File: src/rtl/tw_pkg.sv
package tw_pkg;

  typedef enum logic [2:0] {
    ST_IDLE,
    ST_PRE,
    ST_POST,
    ST_FETCH,
    ST_LOW,
    ST_HIGH,
    ST_END
  } tw_state_e;

  localparam logic [1:0] DIR_WR = 2'b01;
  localparam logic [1:0] DIR_RD = 2'b10;
  localparam int WORD_BITS = 8;

  function automatic logic dir_legal(input logic [1:0] d);
    return (d == DIR_WR) || (d == DIR_RD);
  endfunction

  // one serial bit enters at the top, earlier bits move toward bit 0
  function automatic logic [WORD_BITS-1:0] lsb_shift_in(input logic [WORD_BITS-1:0] cur,
                                                        input logic b);
    return {b, cur[WORD_BITS-1:1]};
  endfunction

  function automatic int tc_width(input int a, input int b);
    int m;
    m = (a > b) ? a : b;
    return (m < 2) ? 1 : $clog2(m);
  endfunction

endpackage

File: src/rtl/tw_phase_timer.sv
module tw_phase_timer #(
  parameter int W = 8
) (
  input  logic         clk,
  input  logic         rst_n,
  input  logic         load,
  input  logic [W-1:0] term,
  output logic         expired
);
  logic [W-1:0] cnt;

  always_ff @(posedge clk or negedge rst_n) begin
    if (!rst_n)             cnt <= '0;
    else if (load)          cnt <= term;
    else if (cnt != '0)     cnt <= cnt - 1'b1;
  end

  assign expired = (cnt == '0);
endmodule

File: src/rtl/tw_lsb_shifter.sv
module tw_lsb_shifter
  import tw_pkg::*;
(
  input  logic                 clk,
  input  logic                 rst_n,
  input  logic                 load,
  input  logic [WORD_BITS-1:0] din,
  input  logic                 shift,
  input  logic                 sin,
  output logic [WORD_BITS-1:0] q
);
  always_ff @(posedge clk or negedge rst_n) begin
    if (!rst_n)      q <= '0;
    else if (load)   q <= din;
    else if (shift)  q <= lsb_shift_in(q, sin);
  end
endmodule

File: src/rtl/tw_serial_master.sv
module tw_serial_master
  import tw_pkg::*;
#(
  parameter int GUARD_CYCLES = 400,
  parameter int HALF_CYCLES  = 100,
  parameter int LEN_W        = 8
) (
  input  logic                 clk,
  input  logic                 rst_n,
  input  logic                 cmd_valid,
  input  logic [1:0]           cmd_dir,
  input  logic [LEN_W-1:0]     cmd_len,
  output logic                 busy,
  output logic                 done,
  output logic                 err,
  input  logic [WORD_BITS-1:0] wr_data,
  input  logic                 wr_valid,
  output logic                 wr_ready,
  output logic [WORD_BITS-1:0] rd_data,
  output logic                 rd_valid,
  input  logic                 rd_ready,
  output logic                 ser_ce,
  output logic                 ser_clk,
  output logic                 ser_wen_n,
  output logic                 sio_out,
  input  logic                 sio_in
);
  localparam int TMR_W = tc_width(GUARD_CYCLES, HALF_CYCLES);
  localparam int BIT_W = $clog2(WORD_BITS);
  localparam logic [TMR_W-1:0] GUARD_TC = TMR_W'(GUARD_CYCLES - 1);
  localparam logic [TMR_W-1:0] HALF_TC  = TMR_W'(HALF_CYCLES - 1);
  localparam logic [BIT_W-1:0] LAST_BIT = BIT_W'(WORD_BITS - 1);

  tw_state_e state, state_d;
  logic                 wr_mode;
  logic [LEN_W-1:0]     bytes_left;
  logic [BIT_W-1:0]     bit_idx;
  logic                 err_q;
  logic                 rd_valid_q;
  logic [WORD_BITS-1:0] rd_data_q;

  logic                 tmr_load;
  logic [TMR_W-1:0]     tmr_term;
  logic                 tmr_done;
  logic                 sh_load;
  logic                 sh_shift;
  logic [WORD_BITS-1:0] sh_q;

  // named events, also used by the checker
  logic cmd_accept, cmd_reject, slot_ok, bit_fall, byte_end, last_byte, rd_take;

  assign cmd_accept = (state == ST_IDLE) && cmd_valid && dir_legal(cmd_dir);
  assign cmd_reject = (state == ST_IDLE) && cmd_valid && !dir_legal(cmd_dir);
  assign slot_ok    = wr_mode ? wr_valid : !rd_valid_q;
  assign bit_fall   = (state == ST_HIGH) && tmr_done;
  assign byte_end   = bit_fall && (bit_idx == LAST_BIT);
  assign last_byte  = (bytes_left == '0);
  assign rd_take    = rd_valid_q && rd_ready;

  tw_phase_timer #(.W(TMR_W)) u_timer (
    .clk     (clk),
    .rst_n   (rst_n),
    .load    (tmr_load),
    .term    (tmr_term),
    .expired (tmr_done)
  );

  tw_lsb_shifter u_shift (
    .clk   (clk),
    .rst_n (rst_n),
    .load  (sh_load),
    .din   (wr_data),
    .shift (sh_shift),
    .sin   (sio_in),
    .q     (sh_q)
  );

  always_comb begin
    state_d  = state;
    tmr_load = 1'b0;
    tmr_term = HALF_TC;
    sh_load  = 1'b0;
    sh_shift = 1'b0;
    case (state)
      ST_IDLE: if (cmd_accept) begin
        state_d  = ST_PRE;
        tmr_load = 1'b1;
        tmr_term = GUARD_TC;
      end
      ST_PRE: if (tmr_done) begin
        state_d  = ST_POST;
        tmr_load = 1'b1;
        tmr_term = GUARD_TC;
      end
      ST_POST: if (tmr_done) state_d = ST_FETCH;
      ST_FETCH: if (slot_ok) begin
        state_d  = ST_LOW;
        tmr_load = 1'b1;
        sh_load  = wr_mode;
      end
      ST_LOW: if (tmr_done) begin
        state_d  = ST_HIGH;
        tmr_load = 1'b1;
      end
      ST_HIGH: if (tmr_done) begin
        sh_shift = 1'b1;
        if (bit_idx == LAST_BIT) begin
          state_d = last_byte ? ST_END : ST_FETCH;
        end else begin
          state_d  = ST_LOW;
          tmr_load = 1'b1;
        end
      end
      ST_END:  state_d = ST_IDLE;
      default: state_d = ST_IDLE;
    endcase
  end

  always_ff @(posedge clk or negedge rst_n) begin
    if (!rst_n) begin
      state      <= ST_IDLE;
      wr_mode    <= 1'b0;
      bytes_left <= '0;
      bit_idx    <= '0;
      err_q      <= 1'b0;
      rd_valid_q <= 1'b0;
      rd_data_q  <= '0;
    end else begin
      state <= state_d;
      err_q <= cmd_reject;
      if (cmd_accept) begin
        wr_mode    <= (cmd_dir == DIR_WR);
        bytes_left <= cmd_len;
      end else if (byte_end && !last_byte) begin
        bytes_left <= bytes_left - 1'b1;
      end
      if (state == ST_FETCH) bit_idx <= '0;
      else if (bit_fall)     bit_idx <= bit_idx + 1'b1;
      if (byte_end && !wr_mode) begin
        rd_valid_q <= 1'b1;
        rd_data_q  <= lsb_shift_in(sh_q, sio_in);
      end else if (rd_take) begin
        rd_valid_q <= 1'b0;
      end
    end
  end

  assign ser_ce    = (state == ST_POST) || (state == ST_FETCH) ||
                     (state == ST_LOW)  || (state == ST_HIGH);
  assign ser_clk   = (state == ST_HIGH);
  assign ser_wen_n = ser_ce && !wr_mode;
  assign sio_out   = wr_mode && ((state == ST_LOW) || (state == ST_HIGH)) && sh_q[0];
  assign wr_ready  = (state == ST_FETCH) && wr_mode;
  assign busy      = (state != ST_IDLE);
  assign done      = (state == ST_END);
  assign err       = err_q;
  assign rd_valid  = rd_valid_q;
  assign rd_data   = rd_data_q;
endmodule

File: config.mk
export PLATFORM = sky130hd
export DESIGN_NAME = tw_serial_master
export DESIGN_NICKNAME = d
export VERILOG_FILES = /design/src/rtl/tw_pkg.sv /design/src/rtl/tw_phase_timer.sv /design/src/rtl/tw_lsb_shifter.sv /design/src/rtl/tw_serial_master.sv
export SDC_FILE = /design/constraint.sdc
export NUM_CORES = 1
export LEC_CHECK = 0
export CORE_MARGIN = 3
export CORE_UTILIZATION = 53
export CTS_CLUSTER_SIZE = 8
export DETAILED_ROUTE_END_ITERATION = 8
export GPL_TIMING_DRIVEN = 0
export HOLD_SLACK_MARGIN = 0.03
export PLACE_DENSITY = 0.8
export SLEW_MARGIN = 30
export SYNTH_ARGS = -nofsm -noshare
export SYNTH_HDL_FRONTEND = slang
export SYNTH_HIERARCHICAL = 1
export SYNTH_SLANG_ARGS = --single-unit
File: constraint.sdc
create_clock -name clk -period 4.3 [get_ports clk]
set_input_delay 0.645 -clock clk [delete_from_list [all_inputs] [get_ports clk]]
set_output_delay 0.645 -clock clk [all_outputs]
set_load 0.005 [all_outputs]
==> results_dict.tcl <==
set metrics [dict create \
    antenna_found_initial 0 \
    clk_path_buf_depth 2 \
    clk_latency_ns 0.30 \
    post_cts_buffers 0 \
    seqPwrFrac_pct 37.6 \
    rsz0062_at_grt "false" \
    grt_max_degree 25 \
    antenna-diode-count 0 \
    start_util_pct 55.6 \
    h-tree-depth 2 \
    reg2reg_to "u_timer/cnt[0]$_DFFE_PN0P_" \
    swShare_pct 36.8 \
    r2r-start "u_timer/cnt[0]$_DFFE_PN0P_" \
    hpwl_mm 3.93 \
    synth-seq-area-share_pct 42.8 \
    track_usage_pct 21.8 \
    yosysWarnings 6 \
    drt_iter0_drc 148 \
    fillers 344 \
    clockPowerShare_pct 21.8 \
    power_frac_comb_pct 40.6 \
    crit_type "reg -> reg" \
    num_vias 2032 \
    power_w 0.00177 \
    firstDrtPassIters 4 \
    fin_setup_tns_ns 0 \
    nNetsFinal 338 \
    grt_pass1_vias 1978 \
    areaGrowthSynthToFinish_pct 25.8 \
    slew_headroom_pct 66.2 \
    max_stage_delay_ns 0.43 \
    reg2reg_slack_ns 0.83 \
    die_y_um 74.1 \
    wl_per_cell_um 14.8 \
    routed_wl_mm 5.31 \
    hold_buffers 0 \
    drcViolationCount 0 \
    slew_violations 0 \
    synth-compound-area-share_pct 15.5 \
    drtAntennaViolNets 0 \
    clk_pin_slew_worst_paths_ns 0.08 \
    hold_path_class "in -> async" \
    path_common_cell "clkbuf_1" \
    switchingPower_w 0.000650 \
    gp_routability_congestion 0.957 \
    finalHoldViolCount 0 \
    finalCritPeriodShare_pct 80.6 \
    syn_inst 256 \
    internal_power_w 0.00112 \
    worst-path-buf-inv 6 \
    cts_root_buffer "clkbuf_8" \
    synth_mux_area_share_pct 7.39 \
    end_kind "register" \
    ys.flop_type "dfrtp_1" \
    power.density_nw_per_um2 572 \
    core_um2 4410 \
    grt_overflow 0 \
    io_buffer_count 40 \
    synth_cell_type_count 52 \
    cts_made_buffers 5 \
    synth-seq-cells 42 \
    cp_max_fo 10 \
    clock-sinks 42 \
    cp_top_family "buffers and inverters" \
    vdd.ir_drop.worst_mv 0.329 \
    power_leakage_nw 1.30 \
    dieArea_um2 5490 \
    maxCapViolations 0 \
    required_ns 4.51 \
    crit_arrival_ns 3.68 \
    core.rowCount 24 \
    layout-drive-gt1-share_pct 13.1 \
    r2r_cells 14 \
    synth-edff-count 0 \
    path_cells "inv_1, ha_1, or4b_1, buf_2, or2_4, inv_1, clkbuf_1, and4_1, a41oi_1, o21ai_0, clkbuf_1, clkbuf_1, nor2_1, a221oi_2" \
    synthAdderAreaFrac_pct 4.58 \
    cts_tree "done" \
    synthXorXnorAreaFrac_pct 3.57 \
    synth_top_family_by_area "simple AND/OR/NAND/NOR gates" \
    cp-start-kind "register" \
    cts.repair.resized 0 \
    critPathSlowestCell "or4b_1" \
    grt_pass1_wl_mm 9.31 \
    skew_ns 0.00613 \
    worst_pin_slew_ns 0.507 \
    fmax_ghz 0.288 \
    yosys.area_share.simple_pct 20.2 \
    setup_viol 0 \
    async_flop_share_pct 100 \
    syn_area_um2 2460 \
    layout_common_cells "dfrtp_1, clkdlybuf4s50_1, nand2_1" \
    final_common_cell "dfrtp_1" \
    status "finished clean" \
    fp.dieW_um 74.1 \
    synth.avg_cell_area_um2 9.59 \
    io_pins 41 \
    fin_crit_ns 3.47 \
    via_per_inst 5.68 \
]
==> how the worst max path moves through the flow <==
stage	start	end	cells after the start
final	u_timer/cnt[0]$_DFFE_PN0P_	u_timer/cnt[0]$_DFFE_PN0P_	14
after global routing	u_timer/cnt[0]$_DFFE_PN0P_	u_timer/cnt[0]$_DFFE_PN0P_	14
after CTS	u_timer/cnt[0]$_DFFE_PN0P_	u_timer/cnt[0]$_DFFE_PN0P_	14
after detailed placement	u_timer/cnt[0]$_DFFE_PN0P_	u_timer/cnt[0]$_DFFE_PN0P_	14
after global placement	u_timer/cnt[0]$_DFFE_PN0P_	u_timer/cnt[0]$_DFFE_PN0P_	14
after floorplan	u_timer/cnt[0]$_DFFE_PN0P_	u_timer/cnt[0]$_DFFE_PN0P_	14
==> synth_stat cells, types with 3 or more instances <==
master / number / share of area [%]
o21ai_1: 9 / 1.8
xor2_1: 6 / 2.1
nor4_1: 3 / 0.76
buf_6: 4 / 1.8
a21oi_1: 4 / 0.82
nor3_1: 13 / 2.6
nor3b_1: 3 / 0.92
and3_1: 3 / 0.76
o31ai_1: 6 / 1.8
clkbuf_1: 5 / 0.76
xnor2_1: 4 / 1.4
dfrtp_1: 42 / 43
ha_1: 9 / 4.6
o21ai_0: 19 / 3.9
nor2_1: 14 / 2.1
nand2_1: 34 / 5.2
mux2i_1: 8 / 3.3
mux2_2: 9 / 4.1
buf_2: 3 / 0.61
inv_1: 14 / 2.1
==> worst register-to-register path: stages, from the launching register on <==
cell	delay (ns)
dfrtp_1	0.41
inv_1	0.09
ha_1	0.21
or4b_1	0.43
buf_2	0.17
or2_4	0.27
inv_1	0.12
clkbuf_1	0.33
and4_1	0.26
a41oi_1	0.04
o21ai_0	0.10
clkbuf_1	0.27
clkbuf_1	0.37
nor2_1	0.10
a221oi_2	0.23
==> metrics by stage <==
stage / area (um^2) / setup WS, ns / hold slack [ns] / std cells / util, %
after floorplan: 2460 / 1.28 / 0.349 / 257 / -
after global placement: 2930 / 0.932 / 0.490 / 349 / 66.3
after detailed placement: 2950 / 0.875 / 0.494 / 350 / 66.8
after CTS: 3090 / 0.833 / 0.308 / 358 / 70.0
after global routing: 3090 / 0.538 / 0.320 / 358 / 70.0
final: 3090 / 0.833 / 0.303 / 358 / 70.0
==> registers in the layout, indices dropped and copies added, names as in the netlist <==
signal / flops
u_timer/cnt: 9
u_shift/q: 8
bytes_left: 8
err: 1
rd_valid: 1
state: 3
wr_mode: 1
bit_idx: 3
rd_data: 8
==> layer usage <==
metal | global-route usage, % | vias up | share of wire [%]
li1 | - | 1004 | -
met1 | 29.6 | 965 | 45
met2 | 34.1 | 55 | 48
met3 | 5.68 | 8 | 5.8
met4 | 7.44 | 0 | 1.6
met5 | 0 | - | 0
==> power groups by stage <==
stage                     sequential (W)  combinational, W  clock [W]
after floorplan                 0.000634          0.000523          0
after global placement          0.000665          0.000689          0
after detailed placement        0.000669          0.000712          0
after CTS                       0.000662          0.000721   0.000397
after global routing            0.000686          0.000813   0.000410
final                           0.000665          0.000718   0.000385
==> final cells by class <==
| type | instances | area (um^2) | area share (%) |
|---|---|---|---|
| multi-input cells | 188 | 1270 | 41.1 |
| flip-flops and latches | 42 | 1050 | 34.0 |
| repair buffers | 41 | 423 | 13.7 |
| plain buffers | 13 | 86.3 | 2.79 |
| clock buffers | 6 | 82.6 | 2.67 |
| well taps | 52 | 65.1 | 2.11 |
| clock inverters | 2 | 60.1 | 1.94 |
| inverters | 14 | 52.6 | 1.70 |
==> cells by family (layout without fill, tap and decap cells) <==
group	Yosys count	in the layout
simple gates	93	93
flops	42	42
xor+xnor	10	10
fa+ha+maj	9	9
buf+inv	27	76
compound gates	56	56
other cells	2	3
mux	17	17
No activity file was read; power rests on OpenSTA's default activity.
